===== config.mk =====
export PLATFORM = sky130hd
export DESIGN_NAME = hsw_walker
export DESIGN_NICKNAME = d
export VERILOG_FILES = /design/src/rtl/hsw_pkg.sv /design/src/rtl/hsw_frame_stack.sv /design/src/rtl/hsw_leaf_track.sv /design/src/rtl/hsw_walker.sv
export SDC_FILE = /design/constraint.sdc
export NUM_CORES = 1
export LEC_CHECK = 0
export ABC_AREA = 1
export BUFFER_PORTS_ARGS = -buffer_cell sky130_fd_sc_hd__buf_2
export CORE_ASPECT_RATIO = 0.9
export CORE_MARGIN = 2
export CORE_UTILIZATION = 52
export CTS_CLUSTER_SIZE = 40
export DETAILED_ROUTE_END_ITERATION = 7
export PLACE_DENSITY = 0.71
export SYNTH_ARGS = -nofsm -noshare
export SYNTH_HDL_FRONTEND = slang
export SYNTH_SLANG_ARGS = --single-unit

===== constraint.sdc =====
create_clock -name clk -period 6.54 [get_ports clk]
set_clock_uncertainty 0.15 [all_clocks]
set_input_delay 0.327 -clock clk [delete_from_list [all_inputs] [get_ports clk]]
set_output_delay 0.327 -clock clk [all_outputs]
set_load 0.02 [all_outputs]

===== src/rtl/hsw_pkg.sv =====
package hsw_pkg;
    localparam int AW = 16;
    localparam int LW = 16;
    localparam int CW = 32;
    localparam int DW = 32;

    typedef struct packed {
        logic [AW-1:0] ptr;
        logic [LW-1:0] len;
        logic [LW-1:0] idx;
        logic [CW-1:0] row;
        logic [CW-1:0] col;
    } frame_t;

    typedef enum logic [2:0] {
        ST_IDLE, ST_ROOTLEAF, ST_NEXT, ST_PTR, ST_POS, ST_LEN, ST_CHILD
    } wstate_t;
endpackage


===== src/rtl/hsw_frame_stack.sv =====
module hsw_frame_stack import hsw_pkg::*; #(
    parameter int DEPTH = 4,
    localparam int SPW = $clog2(DEPTH + 1)
) (
    input  logic           clk,
    input  logic           rst_n,
    input  logic           clr,
    input  logic           push,
    input  frame_t         push_frame,
    input  logic           bump,
    input  logic           pop,
    output frame_t         top,
    output logic [SPW-1:0] depth,
    output logic           full
);
    frame_t         frames_q [DEPTH];
    frame_t         frames_d [DEPTH];
    logic [SPW-1:0] sp_q, sp_d;

    always_comb begin
        frames_d = frames_q;
        sp_d     = sp_q;
        if (clr) sp_d = '0;
        for (int k = 0; k < DEPTH; k++) begin
            if (bump && !clr && sp_q == SPW'(k + 1))
                frames_d[k].idx = frames_q[k].idx + 1'b1;
        end
        if (pop && !clr && sp_q != '0) sp_d = sp_q - 1'b1;
        if (push && sp_d < SPW'(DEPTH)) begin
            for (int k = 0; k < DEPTH; k++) begin
                if (sp_d == SPW'(k)) frames_d[k] = push_frame;
            end
            sp_d = sp_d + 1'b1;
        end
    end

    always_ff @(posedge clk) begin
        if (!rst_n) sp_q <= '0;
        else        sp_q <= sp_d;
        frames_q <= frames_d;
    end

    always_comb begin
        top = '0;
        for (int k = 0; k < DEPTH; k++) begin
            if (sp_q == SPW'(k + 1)) top = frames_q[k];
        end
    end

    assign depth = sp_q;
    assign full  = (sp_q == SPW'(DEPTH));

    a_r9_push_has_room: assert property (@(posedge clk) disable iff (!rst_n)
        (push && !clr) |-> (sp_q < SPW'(DEPTH)));
    a_r5_pop_nonempty: assert property (@(posedge clk) disable iff (!rst_n)
        pop |-> (sp_q != '0));
endmodule


===== src/rtl/hsw_leaf_track.sv =====
module hsw_leaf_track import hsw_pkg::*; (
    input  logic          clk,
    input  logic          rst_n,
    input  logic          clr,
    input  logic          fire,
    input  logic [CW-1:0] row,
    input  logic [CW-1:0] col,
    output logic          swap_res,
    output logic          load_mul
);
    typedef struct packed {
        logic          first;
        logic [CW-1:0] prow;
        logic [CW-1:0] pcol;
    } trk_t;

    trk_t q, d;

    always_comb begin
        d = q;
        if (clr) d.first = 1'b1;
        if (fire) begin
            d.first = 1'b0;
            d.prow  = row;
            d.pcol  = col;
        end
    end

    always_ff @(posedge clk) begin
        if (!rst_n) q <= '{first: 1'b1, prow: '0, pcol: '0};
        else        q <= d;
    end

    assign swap_res = q.first || (row != q.prow);
    assign load_mul = q.first || (col != q.pcol);

    a_r6_first_leaf_flags: assert property (@(posedge clk) disable iff (!rst_n)
        (fire && $past(clr) && !$past(fire)) |-> (swap_res && load_mul));
endmodule


===== src/rtl/hsw_walker.sv =====
module hsw_walker import hsw_pkg::*; #(
    parameter int SECTION = 64,
    parameter int DEPTH   = 4,
    parameter int LVL_W   = 4,
    localparam int SPW    = $clog2(DEPTH + 1)
) (
    input  logic             clk,
    input  logic             rst_n,
    input  logic             start,
    input  logic [AW-1:0]    root_ptr,
    input  logic [LW-1:0]    root_len,
    input  logic [LVL_W-1:0] top_level,
    output logic             rd_en,
    output logic [AW-1:0]    rd_addr,
    input  logic [DW-1:0]    rd_data,
    output logic             leaf_valid,
    output logic [AW-1:0]    leaf_ptr,
    output logic [LW-1:0]    leaf_len,
    output logic [CW-1:0]    leaf_row,
    output logic [CW-1:0]    leaf_col,
    output logic             leaf_swap_res,
    output logic             leaf_load_mul,
    output logic             busy,
    output logic             done,
    output logic             err
);
    typedef struct packed {
        wstate_t          state;
        logic [LVL_W-1:0] tl;
        logic [AW-1:0]    cptr;
        logic [LW-1:0]    clen;
        logic [DW-1:0]    cpos;
        logic             lv;
        logic [AW-1:0]    lptr;
        logic [LW-1:0]    llen;
        logic [CW-1:0]    lrow;
        logic [CW-1:0]    lcol;
        logic             lswap;
        logic             lload;
        logic             done;
        logic             err;
    } wreg_t;

    wreg_t q, d;

    logic           s_clr, s_push, s_bump, s_pop;
    frame_t         s_frame, top;
    logic [SPW-1:0] depth;
    logic           full;
    logic           t_fire, t_swap, t_load;
    logic [CW-1:0]  c_row, c_col;
    logic [LW-1:0]  child_len;
    logic           child_is_leaf;

    hsw_frame_stack #(.DEPTH(DEPTH)) u_stack (
        .clk(clk), .rst_n(rst_n), .clr(s_clr), .push(s_push),
        .push_frame(s_frame), .bump(s_bump), .pop(s_pop),
        .top(top), .depth(depth), .full(full)
    );

    hsw_leaf_track u_track (
        .clk(clk), .rst_n(rst_n), .clr(s_clr), .fire(t_fire),
        .row(c_row), .col(c_col), .swap_res(t_swap), .load_mul(t_load)
    );

    assign child_len     = rd_data[LW-1:0];
    assign child_is_leaf = (int'(q.tl) == int'(depth));

    always_comb begin
        d        = q;
        d.lv     = 1'b0;
        d.done   = 1'b0;
        rd_en    = 1'b0;
        rd_addr  = '0;
        s_clr    = 1'b0;
        s_push   = 1'b0;
        s_bump   = 1'b0;
        s_pop    = 1'b0;
        s_frame  = '0;
        t_fire   = 1'b0;
        c_row    = '0;
        c_col    = '0;
        case (q.state)
            ST_IDLE: begin
                if (start) begin
                    s_clr  = 1'b1;
                    d.err  = 1'b0;
                    d.tl   = top_level;
                    d.cptr = root_ptr;
                    d.clen = root_len;
                    if (root_len == '0) begin
                        d.state = ST_NEXT;
                    end else if (top_level == '0) begin
                        d.state = ST_ROOTLEAF;
                    end else begin
                        s_push  = 1'b1;
                        s_frame = '{ptr: root_ptr, len: root_len, idx: '0, row: '0, col: '0};
                        d.state = ST_NEXT;
                    end
                end
            end
            ST_ROOTLEAF: begin
                t_fire  = 1'b1;
                d.lv    = 1'b1;
                d.lptr  = q.cptr;
                d.llen  = q.clen;
                d.lrow  = '0;
                d.lcol  = '0;
                d.lswap = t_swap;
                d.lload = t_load;
                d.state = ST_NEXT;
            end
            ST_NEXT: begin
                if (depth == '0) begin
                    d.done  = 1'b1;
                    d.state = ST_IDLE;
                end else if (top.idx == top.len) begin
                    s_pop = 1'b1;
                end else begin
                    d.state = ST_PTR;
                end
            end
            ST_PTR: begin
                rd_en   = 1'b1;
                rd_addr = top.ptr + AW'({top.idx, 1'b0});
                d.state = ST_POS;
            end
            ST_POS: begin
                d.cptr  = rd_data[AW-1:0];
                rd_en   = 1'b1;
                rd_addr = top.ptr + AW'({top.idx, 1'b0}) + AW'(1);
                d.state = ST_LEN;
            end
            ST_LEN: begin
                d.cpos  = rd_data;
                rd_en   = 1'b1;
                rd_addr = top.ptr + AW'({top.len, 1'b0}) + AW'(top.idx);
                d.state = ST_CHILD;
            end
            ST_CHILD: begin
                c_row  = CW'(top.row * CW'(SECTION)) + CW'(q.cpos[31:16]);
                c_col  = CW'(top.col * CW'(SECTION)) + CW'(q.cpos[15:0]);
                s_bump = 1'b1;
                if (child_is_leaf) begin
                    t_fire  = 1'b1;
                    d.lv    = 1'b1;
                    d.lptr  = q.cptr;
                    d.llen  = child_len;
                    d.lrow  = c_row;
                    d.lcol  = c_col;
                    d.lswap = t_swap;
                    d.lload = t_load;
                    d.state = ST_NEXT;
                end else if (full) begin
                    d.err   = 1'b1;
                    d.state = ST_IDLE;
                end else begin
                    s_push  = 1'b1;
                    s_frame = '{ptr: q.cptr, len: child_len, idx: '0, row: c_row, col: c_col};
                    d.state = ST_NEXT;
                end
            end
            default: d.state = ST_IDLE;
        endcase
    end

    always_ff @(posedge clk) begin
        if (!rst_n) begin
            q       <= '0;
            q.state <= ST_IDLE;
        end else begin
            q <= d;
        end
    end

    assign busy          = (q.state != ST_IDLE);
    assign done          = q.done;
    assign err           = q.err;
    assign leaf_valid    = q.lv;
    assign leaf_ptr      = q.lptr;
    assign leaf_len      = q.llen;
    assign leaf_row      = q.lrow;
    assign leaf_col      = q.lcol;
    assign leaf_swap_res = q.lswap;
    assign leaf_load_mul = q.lload;

    a_r8_done_single: assert property (@(posedge clk) disable iff (!rst_n)
        done |=> !done);
    a_r8_done_idle: assert property (@(posedge clk) disable iff (!rst_n)
        done |-> !busy);
    a_r1_read_busy: assert property (@(posedge clk) disable iff (!rst_n)
        rd_en |-> busy);
    a_r5_leaf_busy: assert property (@(posedge clk) disable iff (!rst_n)
        leaf_valid |-> busy);
    a_r2_start_busy: assert property (@(posedge clk) disable iff (!rst_n)
        (start && !busy) |=> busy);
    a_r9_err_holds: assert property (@(posedge clk) disable iff (!rst_n)
        (err && !start) |=> err);
    a_r9_err_quiet: assert property (@(posedge clk) disable iff (!rst_n)
        err |-> (!leaf_valid && !rd_en && !done));
endmodule


After elaboration in Yosys (flattened, before gate mapping)

Cells that the tools add are included.

Eq/ne operators: 22
Reduce and logical (&&, ||, !) cells: 33
Muxes and demuxes: 58
Magnitude comparators: 1
$add $sub $neg: 12

Operators by type and width:

| cell                                                            | number |
|---|---|
| 112-bit two-way mux                                             | 12 |
| 416-bit two-way mux                                             | 1 |
| 112-bit one-hot mux with 2 select lines                         | 1 |
| 99-bit one-hot mux with 2 select lines                          | 1 |
| 99-bit two-way mux                                              | 1 |
| 16-bit by 1-bit adder with 16-bit output, second input constant | 5 |
| 80-bit two-way mux                                              | 1 |
| 65-bit two-way mux                                              | 1 |
| 32-bit by 16-bit adder with 32-bit output                       | 2 |
| 16-bit two-way mux                                              | 4 |
| 32-bit two-way mux                                              | 2 |
| 32-bit != test                                                  | 2 |
| 16-bit adder                                                    | 3 |
| 16-bit one-hot mux with 3 select lines                          | 1 |
| 39-bit two-way mux                                              | 1 |
| 16-bit one-hot mux with 2 select lines                          | 1 |
| 3-bit one-hot mux with 7 select lines                           | 1 |
| 3-bit by 2-bit == test with 1-bit output, second input constant | 6 |
| 1-bit two-way mux                                               | 18 |
| 3-bit two-way mux                                               | 6 |
| 2-bit AND reduction                                             | 9 |
| 16-bit == test                                                  | 1 |
| 16-bit zero test                                                | 1 |
| 3-bit == test, second input constant                            | 4 |
| other kinds (18)                                                | 41 |

Register bits: 688
Output and inout bits: 119
Bits of input ports: 71
Logic and storage cells: 164

Logic depth before layout (Yosys ltp)

Gate-level depths: netlist of run 1.

Word-level depth: 15
Gate-level depth with buffers: 33

By module

A second synthesis of run 1 with hierarchy kept.

Cell total of the unflattened synthesis: 4236
Area, all modules: 34750.8 µm²

Modules (own cells, without submodules):

| module          | seq. area each (µm²) | area each (µm²) | cells an instance | times used |
|---|---|---|---|---|
| hsw_frame_stack | 12872.3              | 18738.0         | 1747              | 1 |
| hsw_walker      | 3443.3               | 12749.7         | 2004              | 1 |
| hsw_leaf_track  | 1301.2               | 3263.1          | 485               | 1 |

Worst setup path after synthesis of run 1

Ideal clock, no wire load.

Path type: register -> output
Start point: reg u_stack.sp_q[1] (netlist: u_stack.depth[1])
End point: out rd_addr[11]
Stages on the path, launching flop included: 30
Slack: 1403 ps
Arrival time: 4660 ps
Required time: 6063 ps
Cells stage by stage: dfxtp_1 -> inv_1 -> ha_1 -> buf_2 -> nand2_2 -> nor2_4 -> buf_2 -> buf_1 -> clkbuf_1 -> nand2_1 -> nand3_1 -> o21ai_0 -> o21ai_0 -> inv_1 -> fa_1 -> inv_1 -> ha_1 -> fa_1 -> nand3_1 -> nand2_1 -> nand2_1 -> nand2_1 -> a21oi_1 -> nor2_1 -> inv_1 -> a31o_2 -> o21ai_0 -> or2_2 -> nand3_1 -> o211ai_1

Longest elaborated chain between the ends: 8
Elaborated cells between the ends (all ways): 13
Those cells by class: add/sub (4); eq/ne (4); mux (5)

RTL lines:

| what                                                                            | RTL line                                                | RTL |
|---|---|---|
| start, declared                                                                 | hsw_frame_stack.sv:18                                   | `logic [SPW-1:0] sp_q, sp_d;` |
| start signal, assigned                                                          | hsw_frame_stack.sv:39                                   | `else sp_q <= sp_d;` |
| 3-bit by 1-bit == test with 1-bit output                                        | hsw_frame_stack.sv:46                                   | `if (sp_q == SPW'(k + 1)) top = frames_q[k];` |
| 112-bit two-way mux (3 in a row)                                                | hsw_frame_stack.sv:46                                   |  |
| 112-bit two-way mux *                                                           | hsw_frame_stack.sv:46                                   |  |
| 16-bit adder (on tied branches)                                                 | hsw_walker.sv:137, hsw_walker.sv:125, hsw_walker.sv:131 |  |
| 16-bit adder / 16-bit by 1-bit adder with 16-bit output (equally long branches) | hsw_walker.sv:137, hsw_walker.sv:131                    |  |
| 16-bit one-hot mux with 3 select lines *                                        | hsw_walker.sv:83                                        | `case (q.state)` |
| end, declared                                                                   | hsw_walker.sv:14                                        | `output logic [AW-1:0] rd_addr,` |

Mark *: on every way between the ends. The rest lies on a longest branch, timed or not.

Final worst setup path of run 1

Start point: reg u_stack.sp_q[0] (netlist: u_stack.depth[0])
End point: out rd_addr[12]

Same word-level chain as after synthesis.

==> metrics.cfg, run 1 <==
[global_routing]
grt_pass1_vias = 24700
antenna_found_initial = 2
grt.overflow.total = 0
grt_max_degree = 94
grt_first_pass_wirelength_um = 140000
groute.usage.overall_pct = 28.6

[synthesis]
synthArstFlopShare_pct = 0
syn_area_per_cell_sq_um = 8.29
ys_seq_elements = 640
synthMuxAreaShare_pct = 0.106
ys_types = 58
synthAdderAreaFrac_pct = 3.67
ys_seq_area_share_pct = 50.6
synth_warnings = 0
synth_edf_count = 336
synth-xor-area-share_pct = 2.47
synth_simple_gate_area_share_pct = 22.4
synth_flop_cell = edfxtp_1
syn_nets = 4012
synth_top_family_by_area = simple AND/OR/NAND/NOR gates
synth-compound-area-share_pct = 10.5
synth_area_sq_mm = 0.0320
syn_inst = 3858

[timing]
timing.setup.tns_ps = 0
setup_viol = 0
whs_ps = 36.5
worst_slew_pin_slew_ps = 1000
slew_viol_final = 0
timing.fmax_mhz = 165
rsz0062_at_grt = false
layout_setup_ws_ps = 493
relSlewSlack_pct = 32.8
fin_crit_sh_pct = 92.5
hold_viol = 0
timing.final.crit_period_ps = 6050

[final_layout]
fin_area_sq_mm = 0.0358
fin_nets = 4132
multi_input_area_sq_mm = 0.0126
num_antenna_cells = 0
drive_gt1_share_pct = 10.8
register_area_sq_mm = 0.0162
fillers = 5290
area_delta_synth_final_pct = 12.1

[floorplanning]
die_w_um = 265
io_pins = 190
die_area_sq_mm = 0.0635
core-area_sq_mm = 0.0610
initial_utilization_pct = 52.4
num_rows = 86
die_h_um = 239

[critical_path]
worst_setup_path_end_kind = output pin
critPathRequiredTime_ps = 6060
r2r-end = u_stack.frames_q[275]
critPathKind = flip-flop to output pin
crit_arrival_ps = 5570
r2r_cells = 22
r2r_slack_ps = 1150
r2r-start = u_stack.depth[1]
critPathMaxFanout = 47
cp-start-kind = flip-flop

[route]
viasPerCell = 5.54
vias = 26700
drt_iter0_drc = 2792
ant_nets = 0
wire_per_inst_um = 19.1
totalWireLength_um = 92200
drt_pass1_iterations = 6
drc = 0

[placement]
routabilityCongestion = 1.00
dpl_worst_slack_ps = 914
port_buffers = 189
postPlaceCellArea_sq_mm = 0.0329
dp_hpwl_um = 63200

[outcome]
status = complete, no violations

[power]
power_density_mw_per_mm2 = 269
clkPwrFrac_pct = 39.0
power.share.switching_pct = 28.2
comb_power_share_pct = 14.6
power_switching_w = 0.00272
power_frac_seq_pct = 46.4
p_leak_nw = 15.4
p_int_w = 0.00692
irDropWorstVdd_mv = 0.194

[clocking]
clockBufferDepth = 3
numCtsBuffers = 69
clk_latency_ps = 630
cts.sink_count = 640
clk_pin_slew_worst_paths_ps = 60
cts_root_buf = clkbuf_16
cts_tree = built
cts_htree_levels = 3

[hold_path]
hold_end = q[102]
hold_class = input pin to flip-flop
whs_path_depth = 3
hold_start = rd_data[1]

[run]
cap_violations = 0

## sequential cells by signal, indices dropped and copies added, names as in the netlist, 3 cells and up
register          cells
leaf_col             32
leaf_len             16
leaf_row             32
leaf_ptr             16
q                    71
u_stack.frames_q    400
u_stack.depth         3
u_track.q            65
## metrics by stage
| step | power [W] | utilization, % | std cells |
|---|---|---|---|
| 3_5_place_dp | 0.00589 | 54.0 | 4627 |
| 5_1_grt | 0.0100 | 58.7 | 4826 |
| 2_1_floorplan | 0.00547 | - | 3858 |
| 6_report | 0.00964 | 58.7 | 4826 |
| 3_3_place_gp | 0.00588 | 54.0 | 4627 |
| 4_1_cts | 0.00965 | 58.7 | 4822 |
## worst max path at each step
stage | startpoint | depth (start not counted) | endpoint | slack (ps)
after floorplan | u_stack.depth[1] | 29 | rd_addr[11] | 1400
after global placement | u_stack.depth[1] | 27 | rd_addr[12] | 990
after detailed placement | u_stack.depth[1] | 27 | rd_addr[12] | 910
after CTS | u_stack.depth[1] | 27 | rd_addr[12] | 240
after global routing | u_stack.depth[0] | 26 | rd_addr[12] | 110
final | u_stack.depth[0] | 26 | rd_addr[12] | 490
## repair_timing
item                                    in CTS  in global routing
endpoints found under the hold margin       72                  0
hold buffers                                68                  0
endpoints found under the setup margin       0                  5
resized for setup                            0                  2
buffers inserted                             0                  3
## kinds of logic (layout without fill, tap and decap cells)
kind of cell             after synthesis  count (layout)
adder cells (fa/ha/maj)               83              83
AO/OA/AOI/OAI                        605             605
AND/OR/NAND/NOR                     1693            1694
multiplexers                           3               3
buffers and inverters                744             919
XOR/XNOR                              90              90
flip-flops                           640             640
## cell usage after synthesis, types with 2 or more instances
cell type	count	area share, %
a21boi_0	2	0.047
a21oi_1	246	3.9
a221oi_1	10	0.27
a22oi_1	30	0.70
a31oi_1	11	0.22
and2_1	3	0.059
buf_1	19	0.22
buf_2	21	0.33
buf_4	108	2.5
buf_6	4	0.14
clkbuf_1	105	1.2
clkinv_1	9	0.11
dfxtp_1	304	19
edfxtp_1	336	32
fa_1	18	1.1
ha_1	65	2.5
inv_1	442	5.2
inv_2	35	0.41
mux2_2	3	0.11
nand2_1	962	11
nand2_2	5	0.098
nand2_4	3	0.11
nand3_1	275	4.3
nand3b_1	13	0.31
nand4_1	76	1.5
nor2_1	289	3.4
nor2_2	6	0.12
nor2_4	4	0.14
nor3_1	19	0.30
nor3b_1	2	0.047
nor4_1	5	0.098
nor4_2	2	0.078
o211ai_1	38	0.89
o21a_1	3	0.070
o21ai_0	177	2.8
o21ai_1	30	0.47
o21bai_1	6	0.14
o221ai_1	2	0.055
o22ai_1	40	0.78
or2_2	24	0.47
xnor2_1	26	0.71
xor2_1	64	1.8
## critical path: stages (launching register included)
cell and delay [ps]:
dfxtp_1 350, inv_1 170, ha_2 310, nand2_1 110, buf_4 310, o211ai_1 240, o21ai_1 90, o21ai_1 290
clkinv_1 220, fa_1 530, inv_1 50, ha_1 320, a21oi_1 150, nand2_1 80, nand2_1 60, inv_1 50
o21a_1 170, nor2_1 190, nor2_1 100, o21ai_0 230, nand2_1 120, a21boi_1 200, o21ai_0 120, a21oi_1 130
o21ai_0 110, nand3_1 80, buf_2 160
## per-layer routing
metal  global-route usage (%)  wire length, um
met1                     41.2            41300
met3                     5.88             8340
met2                     43.5            40100
met4                     8.47             2420
met5                        0                0
## power by group through the flow
stage	clock network (W)	registers, W	logic [W]
global route	0.00396	0.00448	0.00156
CTS	0.00380	0.00447	0.00138
detailed placement	0	0.00455	0.00134
finish	0.00376	0.00447	0.00141
global placement	0	0.00455	0.00133
floorplan	0	0.00453	0.000933
## cells in the final DEF (no fill, tap or decap), drive strengths merged, types with 3 or more instances in the layout
master,netlist,final
nand2,970,970
inv,478,482
edfxtp,336,336
dfxtp,304,304
nor2,299,300
nand3,276,276
a21oi,247,247
buf,152,237
o21ai,207,207
clkbuf,105,97
nand4,76,76
dlygate4sd3,0,68
ha,65,65
xor2,64,64
o22ai,40,40
o211ai,38,38
clkinv,9,34
a22oi,30,30
xnor2,26,26
or2,25,25
nor3,20,20
fa,18,18
nand3b,13,13
a31oi,11,11
a221oi,10,10
nor4,7,7
o21bai,6,6
o21a,3,3
mux2,3,3
and2,3,3
a21boi,3,3
## final cells by class
cell class / instances / share of cell area [%]
Sequential cell: 640 / 45.1
Multi-Input combinational cell: 2475 / 35.1
Timing Repair Buffer: 305 / 5.72
Clock buffer: 97 / 5.29
Inverter: 487 / 5.15
Tap cell: 792 / 2.77
Clock inverter: 30 / 0.841
No activity file was read; power rests on OpenSTA's default activity.
==> inputs of run 2 (changes only) <==
--- a/config.mk
+++ b/config.mk
@@ -13,6 +13,9 @@
 export CTS_CLUSTER_SIZE = 40
 export DETAILED_ROUTE_END_ITERATION = 7
 export PLACE_DENSITY = 0.71
+export SETUP_SLACK_MARGIN = 0.4
+export SLEW_MARGIN = 20
 export SYNTH_ARGS = -nofsm -noshare
 export SYNTH_HDL_FRONTEND = slang
+export SYNTH_HIERARCHICAL = 1
 export SYNTH_SLANG_ARGS = --single-unit
==> run 2 against run 1 <==
  * Core utilization grew 0.32 points
  * Via count grew 6.1%
  * Area after synthesis grew 3.1%
  * Hold slack gained 15 ps
  * Clock-buffer cell count shrank 7
  * Sequential cell count is the same
  * Critical path depth shrank 6
  * Setup slack gained 270 ps
  * Sequential power grew 4%
  * Critical endpoint is now rd_addr[15]
  * Largest power group unchanged
  * Highest routed layer unchanged
==> metrics.cfg, run 2 <==
[floorplanning]
die_h_um = 243
core-area_sq_mm = 0.0627
io_pins = 190
die_w_um = 269
initial_utilization_pct = 52.6
num_rows = 87
die_area_sq_mm = 0.0654

[synthesis]
syn_inst = 4104
syn_area_per_cell_sq_um = 8.03
synth_area_sq_mm = 0.0330
synth_warnings = 6

[hold_path]
hold_class = input pin to flip-flop
whs_path_depth = 3
hold_end = q[117]
hold_start = rd_data[16]

[route]
drt_iter0_drc = 3356
viasPerCell = 5.48
totalWireLength_um = 99200
drc = 0
vias = 28300
drt_pass1_iterations = 6
wire_per_inst_um = 19.2
ant_nets = 0

[clocking]
clockBufferDepth = 3
cts_tree = built
clk_latency_ps = 610
cts_root_buf = clkbuf_16
clk_pin_slew_worst_paths_ps = 60
cts_htree_levels = 3
cts.sink_count = 640
numCtsBuffers = 68

[final_layout]
fin_nets = 4418
final_common_cell = nand2_1
area_delta_synth_final_pct = 12.3
fin_area_sq_mm = 0.0370
final_cell_mix = nand2_1, nor2_1, inv_1, edfxtp_1, dfxtp_1
largest_reg_flops = 400
top_register = u_stack/frames_q
drive_gt1_share_pct = 10.1
largestRegisters = u_stack/frames_q (400), q (71), u_track/q (65)

[timing]
layout_setup_ws_ps = 764
rsz0062_at_grt = false
timing.final.crit_period_ps = 5780
timing.fmax_mhz = 173
relSlewSlack_pct = 33.0
setup_viol = 0
timing.setup.tns_ps = 0
slew_viol_final = 0
hold_viol = 0
fin_crit_sh_pct = 88.3
worst_slew_pin_slew_ps = 994

[power]
power_density_mw_per_mm2 = 269
irDropWorstVdd_mv = 0.171
totalPowerFinal_w = 0.00996
p_leak_nw = 15.9

[placement]
dp_hpwl_um = 69900
postPlaceCellArea_sq_mm = 0.0340
routabilityCongestion = 1.02
port_buffers = 189
dpl_worst_slack_ps = 987

[critical_path]
critPathMaxFanout = 39
worst_setup_path_end_kind = output pin
critPathRequiredTime_ps = 6060
crit_arrival_ps = 5300
critPathKind = flip-flop to output pin
r2r-start = u_stack/depth[0]
r2r_slack_ps = 960
r2r-end = u_stack/frames_q[166]
r2r_cells = 25
cp-start-kind = flip-flop

[global_routing]
grt_max_degree = 90
antenna_found_initial = 1
grt_pass1_vias = 26200
grt_use_met2_pct = 47.5
groute.usage.overall_pct = 30.0
met3_usage_pct = 5.70
grt.overflow.total = 0
grt.busiest_layer = met2
gr-usage-met1_pct = 41.9
grt_first_pass_wirelength_um = 152000

[run]
cap_violations = 0

[outcome]
status = complete, no violations

[run 2: cell types whose count changed in the layout (fill, tap and decap cells not counted), sizes merged, moves of 14 or more]
cell | previous run | this run
nand4 | 76 | 38
nand3 | 276 | 301
nand2 | 970 | 1136
xor2 | 64 | 50
a22oi | 30 | 9
conb | 0 | 49
nor2 | 300 | 417
xnor2 | 26 | 45
a21oi | 247 | 215
nor3 | 20 | 51
inv | 482 | 388
o22ai | 40 | 13
o21ai | 207 | 359
o211ai | 38 | 12
[run 2: metal layers]
metal,up-vias,wire length (um)
met5,-,0
met4,0,2860
met3,177,9550
met2,1334,44600
met1,13100,42200
li1,13700,-
[run 2: where the power goes]
part	internal [W]	switching (W)	leakage [nW]
logic	0.000460	0.000968	9.25
clock network	0.00225	0.00164	1.08
registers	0.00445	0.000198	5.61
total	0.00715	0.00280	15.9
[run 2: worst max path at each step]
stage,startpoint,to,slack [ps],cells after the start
2_1_floorplan,u_stack/depth[0],u_stack/frames_q[0],1900,21
5_1_grt,u_stack/depth[0],rd_addr[15],420,23
3_5_place_dp,u_stack/depth[0],leaf_swap_res,990,28
6_report,u_stack/depth[0],rd_addr[15],760,20
3_3_place_gp,u_stack/depth[0],leaf_swap_res,1070,28
4_1_cts,u_stack/depth[0],rd_addr[7],440,20
[run 2: timing repair]
item / CTS / global route
hold endpoints to repair: 73 / 0
setup endpoints to repair: 1 / 5
cloned: 1 / 1
gates resized for setup: 0 / 5
pin swaps: 1 / 2
hold buffers: 70 / 0
setup buffers: 0 / 4
[run 2: per-stage QoR]
| stage | hold slack, ps | instances | util (%) |
|---|---|---|---|
| floorplan | 290 | 4152 | - |
| global placement | 298 | 4968 | 54.3 |
| detailed placement | 299 | 4968 | 54.3 |
| CTS | 8.87 | 5165 | 59.0 |
| global route | 66.5 | 5170 | 59.1 |
| finish | 51.7 | 5171 | 59.1 |
[run 2: layout make-up]
type | count | area, sq um
Fill cell | 5680 | 25700
Sequential cell | 640 | 16200
Multi-Input combinational cell | 2861 | 14000
Timing Repair Buffer | 309 | 2090
Clock buffer | 90 | 1890
Inverter | 389 | 1480
Tap cell | 845 | 1060
Clock inverter | 36 | 340
Antenna cell | 1 | 2.50
[run 2: worst max-delay path: stages, from the launching register on]
cell	delay, ps
dfxtp_1	360
inv_1	170
ha_1	230
nand2_1	340
inv_4	530
buf_4	470
nand2_1	100
nand2_1	270
fa_1	470
ha_1	360
a21oi_1	300
o21ai_0	130
nand2_1	80
nor3b_1	270
nand2_1	90
nand2_1	70
nand3_1	80
nand2_1	90
inv_1	40
nand2_1	60
buf_2	160
